$ cat src/rtl/hvcal_pkg.sv
package hvcal_pkg;
  typedef enum logic [1:0] {
    PH_HOLD = 2'd0,
    PH_SAT  = 2'd1,
    PH_CALC = 2'd2,
    PH_RUN  = 2'd3
  } phase_e;
endpackage

$ cat src/rtl/hvcal_tick_cnt.sv
// Counts enabled tick pulses; done pulses on the pulse that reaches limit.
module hvcal_tick_cnt #(
  parameter int W = 16
) (
  input  logic         clk,
  input  logic         rst_n,
  input  logic         clr,
  input  logic         en,
  input  logic [W-1:0] limit,
  output logic         done
);
  logic [W-1:0] cnt_q, cnt_d;
  logic [W-1:0] last;

  assign last = limit - {{(W-1){1'b0}}, 1'b1};
  assign done = en && (cnt_q == last);

  always_comb begin
    cnt_d = cnt_q;
    if (clr)       cnt_d = '0;
    else if (done) cnt_d = '0;
    else if (en)   cnt_d = cnt_q + {{(W-1){1'b0}}, 1'b1};
  end

  always_ff @(posedge clk or negedge rst_n) begin
    if (!rst_n) cnt_q <= '0;
    else        cnt_q <= cnt_d;
  end
endmodule

$ cat src/rtl/hvcal_satdet.sv
// Detects two equal consecutive samples, or a sample-count timeout.
module hvcal_satdet #(
  parameter int CODE_W  = 8,
  parameter int TIMEOUT = 64
) (
  input  logic              clk,
  input  logic              rst_n,
  input  logic              clr,
  input  logic              smp_vld,
  input  logic [CODE_W-1:0] smp_code,
  output logic              found,
  output logic              tmo
);
  localparam int CW = $clog2(TIMEOUT + 1);

  logic [CODE_W-1:0] prev_q, prev_d;
  logic              have_q, have_d;
  logic [CW-1:0]     cnt_q, cnt_d;

  assign found = smp_vld && have_q && (smp_code == prev_q);
  assign tmo   = smp_vld && !found && (cnt_q == CW'(TIMEOUT - 1));

  always_comb begin
    prev_d = prev_q;
    have_d = have_q;
    cnt_d  = cnt_q;
    if (clr) begin
      have_d = 1'b0;
      cnt_d  = '0;
    end else if (smp_vld) begin
      prev_d = smp_code;
      have_d = 1'b1;
      cnt_d  = cnt_q + {{(CW-1){1'b0}}, 1'b1};
    end
  end

  always_ff @(posedge clk or negedge rst_n) begin
    if (!rst_n) begin
      prev_q <= '0;
      have_q <= 1'b0;
      cnt_q  <= '0;
    end else begin
      prev_q <= prev_d;
      have_q <= have_d;
      cnt_q  <= cnt_d;
    end
  end
endmodule

$ cat src/rtl/hvcal_frac.sv
// Threshold arithmetic: base + floor(span/10) and base + floor(6*span/10).
// Division by ten is a multiply by ceil(2^19/10) and a shift by 19, which
// is exact for dividends below 43690 (CODE_W up to 12).
module hvcal_frac #(
  parameter int CODE_W = 8
) (
  input  logic [CODE_W-1:0] base,
  input  logic [CODE_W-1:0] top,
  output logic [CODE_W-1:0] lo,
  output logic [CODE_W-1:0] hi
);
  localparam int XW    = CODE_W + 3;
  localparam int SH    = 19;
  localparam int RW    = 16;
  localparam int PW    = XW + RW;
  localparam logic [RW-1:0] RECIP = RW'(((1 << SH) + 9) / 10);

  logic [CODE_W-1:0] span;
  logic [XW-1:0]     x1, x6;
  logic [PW-1:0]     p1, p6;
  logic [CODE_W-1:0] q1, q6;

  assign span = (top > base) ? (top - base) : '0;
  assign x1   = {3'b000, span};
  assign x6   = (x1 << 2) + (x1 << 1);
  assign p1   = {{RW{1'b0}}, x1} * {{XW{1'b0}}, RECIP};
  assign p6   = {{RW{1'b0}}, x6} * {{XW{1'b0}}, RECIP};
  assign q1   = CODE_W'(p1 >> SH);
  assign q6   = CODE_W'(p6 >> SH);
  assign lo   = base + q1;
  assign hi   = base + q6;
endmodule

$ cat src/rtl/hvcal_hyst.sv
// Flyback switch with hysteresis between two thresholds.
module hvcal_hyst #(
  parameter int CODE_W = 8
) (
  input  logic              clk,
  input  logic              rst_n,
  input  logic              en,
  input  logic [CODE_W-1:0] lvl,
  input  logic [CODE_W-1:0] lo,
  input  logic [CODE_W-1:0] hi,
  output logic              sw
);
  logic sw_d;

  always_comb begin
    sw_d = sw;
    if (!en)             sw_d = 1'b0;
    else if (lvl >= hi)  sw_d = 1'b1;
    else if (lvl <= lo)  sw_d = 1'b0;
  end

  always_ff @(posedge clk or negedge rst_n) begin
    if (!rst_n) sw <= 1'b0;
    else        sw <= sw_d;
  end
endmodule

$ cat src/rtl/hvcal_seq.sv
module hvcal_seq
  import hvcal_pkg::*;
#(
  parameter int CODE_W          = 8,
  parameter int PER_W           = 16,
  parameter int HOLD_TICKS      = 20,
  parameter int TIMEOUT_SAMPLES = 64
) (
  input  logic              clk,
  input  logic              rst_n,
  input  logic              tick,
  input  logic [PER_W-1:0]  cal_period,
  input  logic              adc_valid,
  input  logic [CODE_W-1:0] adc_code,
  input  logic [CODE_W-1:0] store_lvl,
  output logic              adc_en,
  output logic              pump_en,
  output logic              flyback_on,
  output logic [CODE_W-1:0] thr_lo,
  output logic [CODE_W-1:0] thr_hi,
  output logic              thr_valid,
  output logic              cal_err,
  output logic [CODE_W-1:0] ures,
  output logic [CODE_W-1:0] umax
);
  localparam int HW = $clog2(HOLD_TICKS + 1);

  phase_e phase_q, phase_d;
  logic   in_hold, in_sat, in_calc, in_run;
  logic   hold_done, per_done, sat_found, sat_tmo, sat_end;
  logic   sw;
  logic [PER_W-1:0]  per_lim;
  logic [CODE_W-1:0] lo_calc, hi_calc;

  logic [CODE_W-1:0] ures_q, ures_d, umax_q, umax_d;
  logic [CODE_W-1:0] lo_q, lo_d, hi_q, hi_d;
  logic              vld_q, vld_d, err_q, err_d;

  assign in_hold = (phase_q == PH_HOLD);
  assign in_sat  = (phase_q == PH_SAT);
  assign in_calc = (phase_q == PH_CALC);
  assign in_run  = (phase_q == PH_RUN);
  assign per_lim = (cal_period == '0) ? {{(PER_W-1){1'b0}}, 1'b1} : cal_period;
  assign sat_end = sat_found || sat_tmo;

  hvcal_tick_cnt #(.W(HW)) u_hold_cnt (
    .clk(clk), .rst_n(rst_n), .clr(!in_hold), .en(tick && in_hold),
    .limit(HW'(HOLD_TICKS)), .done(hold_done)
  );

  hvcal_tick_cnt #(.W(PER_W)) u_per_cnt (
    .clk(clk), .rst_n(rst_n), .clr(!in_run), .en(tick && in_run),
    .limit(per_lim), .done(per_done)
  );

  hvcal_satdet #(.CODE_W(CODE_W), .TIMEOUT(TIMEOUT_SAMPLES)) u_satdet (
    .clk(clk), .rst_n(rst_n), .clr(!in_sat), .smp_vld(adc_valid && in_sat),
    .smp_code(adc_code), .found(sat_found), .tmo(sat_tmo)
  );

  hvcal_frac #(.CODE_W(CODE_W)) u_frac (
    .base(ures_q), .top(umax_q), .lo(lo_calc), .hi(hi_calc)
  );

  hvcal_hyst #(.CODE_W(CODE_W)) u_hyst (
    .clk(clk), .rst_n(rst_n), .en(in_run), .lvl(store_lvl),
    .lo(lo_q), .hi(hi_q), .sw(sw)
  );

  // Phase sequencing
  always_comb begin
    phase_d = phase_q;
    unique case (phase_q)
      PH_HOLD: if (hold_done) phase_d = PH_SAT;
      PH_SAT:  if (sat_end)   phase_d = PH_CALC;
      PH_CALC:                phase_d = PH_RUN;
      PH_RUN:  if (per_done)  phase_d = PH_HOLD;
      default:                phase_d = PH_HOLD;
    endcase
  end

  // Measurement and threshold registers
  always_comb begin
    ures_d = ures_q;
    umax_d = umax_q;
    lo_d   = lo_q;
    hi_d   = hi_q;
    vld_d  = vld_q;
    err_d  = err_q;
    if (in_hold && adc_valid) ures_d = adc_code;
    if (in_sat && sat_end)    umax_d = adc_code;
    if (in_sat && sat_tmo)    err_d  = 1'b1;
    if (in_calc) begin
      lo_d   = lo_calc;
      hi_d   = hi_calc;
      vld_d  = 1'b1;
      umax_d = '0;
    end
    if (in_run && per_done) begin
      vld_d = 1'b0;
      err_d = 1'b0;
    end
  end

  always_ff @(posedge clk or negedge rst_n) begin
    if (!rst_n) begin
      phase_q <= PH_HOLD;
      ures_q  <= '0;
      umax_q  <= '0;
      lo_q    <= '0;
      hi_q    <= '0;
      vld_q   <= 1'b0;
      err_q   <= 1'b0;
    end else begin
      phase_q <= phase_d;
      ures_q  <= ures_d;
      umax_q  <= umax_d;
      lo_q    <= lo_d;
      hi_q    <= hi_d;
      vld_q   <= vld_d;
      err_q   <= err_d;
    end
  end

  assign adc_en     = in_hold || in_sat;
  assign pump_en    = in_sat || (in_run && !sw);
  assign flyback_on = in_hold || (in_run && sw);
  assign thr_lo     = lo_q;
  assign thr_hi     = hi_q;
  assign thr_valid  = vld_q;
  assign cal_err    = err_q;
  assign ures       = ures_q;
  assign umax       = umax_q;
endmodule

$ cat config.mk
export PLATFORM = sky130hd
export DESIGN_NAME = hvcal_seq
export DESIGN_NICKNAME = d
export VERILOG_FILES = /design/src/rtl/hvcal_pkg.sv /design/src/rtl/hvcal_tick_cnt.sv /design/src/rtl/hvcal_satdet.sv /design/src/rtl/hvcal_frac.sv /design/src/rtl/hvcal_hyst.sv /design/src/rtl/hvcal_seq.sv
export SDC_FILE = /design/constraint.sdc
export NUM_CORES = 1
export LEC_CHECK = 0
export ABC_AREA = 0
export BUFFER_PORTS_ARGS = -buffer_cell sky130_fd_sc_hd__buf_2
export CELL_PAD_IN_SITES_DETAIL_PLACEMENT = 1
export CELL_PAD_IN_SITES_GLOBAL_PLACEMENT = 1
export CORE_ASPECT_RATIO = 0.9
export CORE_MARGIN = 2
export CORE_UTILIZATION = 25
export DETAILED_ROUTE_END_ITERATION = 16
export PLACE_DENSITY_LB_ADDON = 0.05
export SYNTH_ARGS = -nofsm -noshare
export SYNTH_HDL_FRONTEND = slang
export SYNTH_SLANG_ARGS = --single-unit
$ cat constraint.sdc
create_clock -name clk -period 9.95 [get_ports clk]
set_clock_uncertainty 0.1 [all_clocks]
set_input_delay 0.4975 -clock clk [delete_from_list [all_inputs] [get_ports clk]]
set_output_delay 0.4975 -clock clk [all_outputs]
set_load 0.005 [all_outputs]
# After elaboration in Yosys (flattened, before gate mapping)
# Cells that the tools add are included.
# word_totals
out_inout_bits,37
input_bits,36
register_bits,74
# op_classes
n_mul,2
reduce_logical,28
order_cmp,3
muxes,25
n_addsub,8
eq_ne,14
# ops
operator,count
two-way mux 16 bit,4
multiplier 11 x 16 -> 27 bit (second input constant),1
multiplier 8 x 16 -> 24 bit (second input constant),1
two-way mux 8 bit,3
adder 16 x 1 -> 16 bit (second input constant),1
equality test 16 bit,1
logical NOT 16 bit,1
subtractor 16 x 1 -> 16 bit (second input constant),1
logical AND 1 bit,15
two-way mux 5 bit,3
two-way mux 7 bit,2
adder 10 x 9 -> 11 bit,1
two-way mux 1 bit,9
!= test 3 x 1 -> 1 bit (second input constant),3
adder 8 x 5 -> 8 bit,1
adder 8 bit,1
equality test 8 bit,1
>= comparator 8 bit,1
> comparator 8 bit,1
<= comparator 8 bit,1
!= test 2 x 1 -> 1 bit (second input constant),4
case mux 2 bit (4 select lines),1
subtractor 8 bit,1
adder 7 x 1 -> 7 bit (second input constant),1
other kinds (12),21

# Longest topological paths before layout
# logic_depth
depth_word,11
depth_mapped,45

# Hierarchy
# Synthesis repeated with hierarchy kept, for this count alone.
# hier_totals
hier_cells,988
area_unflattened_um2,9339.0
# modules_own_cells
mod,instances,area_each_um2,cells_each,seq_area_each_um2
hvcal_frac,1,4775.8,532,0.0
hvcal_seq,1,1586.5,128,900.9
hvcal_tick_cnt (u_per_cnt),1,1398.8,167,400.4
hvcal_satdet,1,775.7,67,400.4
hvcal_hyst,1,422.9,53,25.0
hvcal_tick_cnt (u_hold_cnt),1,379.1,41,125.1

# Worst setup path after synthesis
# No wires, ideal clock.
# synth_timing
kind,flip-flop to flip-flop
from,"reg ures_q[0], in the netlist ures[0]"
to,"reg hi_q[7], in the netlist thr_hi[7]"
arrival_time_ps,9291
period_less_slack_ps,9525
setup_slack_ps,425
n_path_buf,1
t_required_ps,9717
stages_incl_launch_ff,39
path_cell_list,dfrtp_1 -> ha_1 -> fa_1 -> nand2b_1 -> a211oi_1 -> nor2_1 -> o21bai_1 -> clkbuf_1 -> or2_2 -> inv_1 -> ha_1 -> inv_1 -> fa_1 -> o41ai_1 -> a31oi_1 -> o21bai_1 -> ha_1 -> fa_1 -> (+3 left out) -> inv_1 -> fa_1 -> ha_1 -> nand3_1 -> o221ai_1 -> a21o_1 -> a221oi_1 -> o21ai_0 -> xnor2_1 -> ha_1 -> a21o_1 -> a21o_1 -> a21o_1 -> a21oi_1 -> o21ai_0 -> xnor2_1 -> xnor2_1 -> a21oi_1
# synth_via
elab_chain_len,5
# synth_rtl
element,line,rtl
from (decl),hvcal_seq.sv:35,"logic [CODE_W-1:0] ures_q, ures_d, umax_q, umax_d;"
from (signal assigned),hvcal_seq.sv:116,ures_q <= ures_d;
subtractor 8 bit / > comparator 8 bit (equally long branches),hvcal_frac.sv:23,assign span = (top > base) ? (top - base) : '0;
two-way mux 8 bit,hvcal_frac.sv:23,
adder 10 x 9 -> 11 bit,hvcal_frac.sv:25,assign x6 = (x1 << 2) + (x1 << 1);
multiplier 11 x 16 -> 27 bit,hvcal_frac.sv:27,"assign p6 = {{RW{1'b0}}, x6} * {{XW{1'b0}}, RECIP};"
adder 8 bit (*),hvcal_frac.sv:31,assign hi = base + q6;
to (signal assigned),hvcal_seq.sv:119,hi_q <= hi_d;
to (decl),hvcal_seq.sv:36,"logic [CODE_W-1:0] lo_q, lo_d, hi_q, hi_d;"
# Mark *: on every way between the ends. The rest lies on a longest branch, timed or not.
# A chain may end at the register's enable or synchronous reset.

# Final worst setup path
# Ends and elaborated chain as after synthesis.

==> flow_summary.ini <==
[cts]
clock_path_buffers = 2
clkSinkCount = 74
cts.root.buffer_cell = sky130_fd_sc_hd__clkbuf_16
cts-buffers-inserted = 9
cts_tree = built
clock_network_latency_to_the_later_pin_of_the_worst_skew_pair_ns = 0.35
h-tree-depth = 3
path_clk_slew_ns = 0.07

[cells_and_area]
layout.cells.most_common = sky130_fd_sc_hd__ha_1
fin_util_pct = 29.7
filler_cell_count = 4110
final_cell_mix = sky130_fd_sc_hd__ha_1 (169), sky130_fd_sc_hd__inv_1 (146), sky130_fd_sc_hd__dfrtp_1 (74)
fin_nets = 1300
final_cell_count_no_fill = 1519
drive_above_1_share_pct = 15.9
synthToLayoutAreaGrowth_pct = 17.5

[global_routing]
antenna_found_initial = 1
via_count_of_the_first_global_routing_pass = 7394
grt_first_pass_wirelength_mm = 42.0
grt.total_usage_pct = 14.6
leftover_overflow_at_the_end_of_global_routing = 0
grt_start_max_net_pins = 58

[yosys]
syn_inst = 942
ys_seq_elements = 74
synth.avg_cell_area_sq_um = 9.39
ys_async_sr_fraction_pct = 100
synthesis.area_sq_um = 8850
synth-edff-count = 0
postSynth.topFlopCell = sky130_fd_sc_hd__dfrtp_1
synthDistinctLibCells = 61
yosys_warnings = 0
synth_seq_area_share_pct = 20.9
synth_fp_nets = 1198

[sta]
worst_slew_margin_rel_pct = 47.3
worst_slew_pin_tran_ns = 0.791
setup_tns_ns = 0
layout_worst_path_cycle_share_pct = 93.9
fin_hold_ws_ns = 0.357
setup-violations-final = 0
postLayoutSetupSlackWorst_ns = 0.605
timing.final.max_slew_violations = 0
min_period_ns = 9.34
final_hold_violation_count = 0
maxClockFrequency_mhz = 107

[critical_path]
worstSetupStartpointType = flop
critical_path_required_ns = 10.03
rr_endpoint = thr_hi[7]
worst_setup_path_end_kind = flop
cp_max_fo = 3
depth_of_the_worst_register_to_register_path = 37
cp.arrival_ns = 9.43
timing.rr.start = ures[0]
worst_setup_path_startpoint = ures[0]
worst_path_max_delay_cell = sky130_fd_sc_hd__fa_1
timing.critical_path.slowest_cell_delay_ns = 0.60
rrSetupSlack_ns = 0.61
setup.worst_path.class = reg2reg

[drt]
route.detailed.drc = 0
wire_per_inst_um = 17.0
drt_first_iter_violations = 151
detailroute.via_count = 6768
routed_wl_mm = 25.9
routed_via_density = 4.46
antenna_violating_nets_post_route = 0
firstDrtPassIters = 4

[hold_path]
hold_path_startpoint = adc_code[6]
min_delay_path_depth = 2
timing.hold.worst.class = in2reg
min_to = ures[6]

[power]
share_comb_of_total_power_pct = 51.8
power.internal_uw = 950
power_switching_uw = 692
total_leakage_power_uw = 0.00566
pwr-share-seq_pct = 27.0
max-vdd-ir-drop_mv = 0.0944
clkPwrFrac_pct = 21.2
p_sw_share_pct = 42.1
p_per_area_nw_per_um2 = 158

[job]
timing.max_cap.violations = 0

[placement]
io_buffers = 72
place_inst = 1499
gp_congestion = 0.757
place_worst_setup_slack_ns = 0.111
place.detailed.hpwl_mm = 22.3

[floorplanning]
die_area_sq_um = 36900
die_h_um = 182
start_util_pct = 25.3
die_width_um = 202
ioPinCount = 73
std_cell_rows = 65
fp.coreArea_sq_um = 35000

[run_status]
outcome = complete, no violations
stage by stage:
step / total power [uW] / area, sq um
detailed placement: 1320 / 9970
global placement: 1320 / 9970
floorplan: 982 / 8850
CTS: 1690 / 10300
global route: 1810 / 10400
finish: 1640 / 10400
metal layers:
layer / routed length, um / track usage, %
met5: 0 / 0
met1: 13200 / 20.9
met2: 11700 / 23.5
met4: 243 / 1.99
met3: 738 / 2.57
area by class of cell:
| cell class | instances | area, sq um | area share [%] |
|---|---|---|---|
| Antenna cell | 1 | 2.50 | 0.0241 |
| Clock buffer | 10 | 239 | 2.30 |
| Clock inverter | 6 | 73.8 | 0.710 |
| Inverter | 146 | 548 | 5.27 |
| Multi-Input combinational cell | 708 | 6480 | 62.4 |
| Sequential cell | 74 | 1850 | 17.8 |
| Tap cell | 469 | 587 | 5.64 |
| Timing Repair Buffer | 105 | 613 | 5.90 |
synth_stat cells (all sizes together), types with 4 or more instances:
cell,n,share of area [%]
o21bai,5,0.42
nand2b,9,0.64
ha,171,24
nor4,7,0.49
o21a,6,0.51
xor2,42,4.2
and3,5,0.35
nor2,73,3.1
inv,146,6.2
or2,6,0.42
nand4,14,0.99
nor2b,16,1.1
o21ai,28,1.6
clkbuf,12,0.51
a21boi,6,0.51
a21o,29,2.5
mux2,19,2.4
a21oi,44,2.5
nor3,10,0.57
mux2i,14,1.6
a31oi,6,0.42
xnor2,48,4.8
nand2,29,1.2
o2111ai,4,0.47
dfrtp,74,21
and2,6,0.42
or3,6,0.48
nand3,15,0.85
fa,49,11
a211oi,6,0.51
power groups by stage:
stage	sequential (uW)	combinational, uW	clock [uW]
6_report	443	851	348
5_1_grt	456	982	375
4_1_cts	447	875	364
3_5_place_dp	453	867	0
3_3_place_gp	452	867	0
2_1_floorplan	446	536	0
state kept, by name (all words and copies together) (netlist names), 2 cells and up:
signal            flops
phase_q               2
umax                  8
u_hold_cnt.cnt_q      5
u_per_cnt.cnt_q      16
thr_lo                8
ures                  8
u_satdet.prev_q       8
thr_hi                8
u_satdet.cnt_q        7
worst max-delay path, delay by kind of cell, from the launching register on:
family	cells	cell delay, ns
compound gates	15	2.92
xor+xnor	3	0.52
fa+ha+maj	11	4.12
buf+inv	5	0.53
flops	1	0.39
simple gates	3	0.58
worst max-delay path by stage:
stage	endpoint	slack [ns]
final	thr_hi[7]	0.61
after global routing	thr_hi[6]	-0.03
after CTS	thr_hi[7]	0.08
after detailed placement	thr_hi[7]	0.11
after global placement	thr_hi[6]	0.20
after floorplan	thr_hi[7]	0.43
repair_timing:
| item | 4_1_cts | 5_1_grt |
|---|---|---|
| setup endpoints to repair | 0 | 5 |
| hold buffers | 1 | 0 |
| buffers inserted | 0 | 2 |
| hold endpoints to repair | 17 | 0 |
| gates resized for setup | 0 | 19 |
cells by family (layout without fill, tap and decap cells):
kind of cell             after synthesis  count (layout)  synth area share [%]
AND/OR/NAND/NOR                      209             209                  11.9
buffers and inverters                160             267                  6.83
flip-flops                            74              74                  20.9
adder cells (fa/ha/maj)              220             220                  35.3
other                                  0               1                     0
AO/OA/AOI/OAI                        155             155                  11.9
XOR/XNOR                              91              91                  9.18
multiplexers                          33              33                  4.00
No activity file was read; power rests on OpenSTA's default activity.
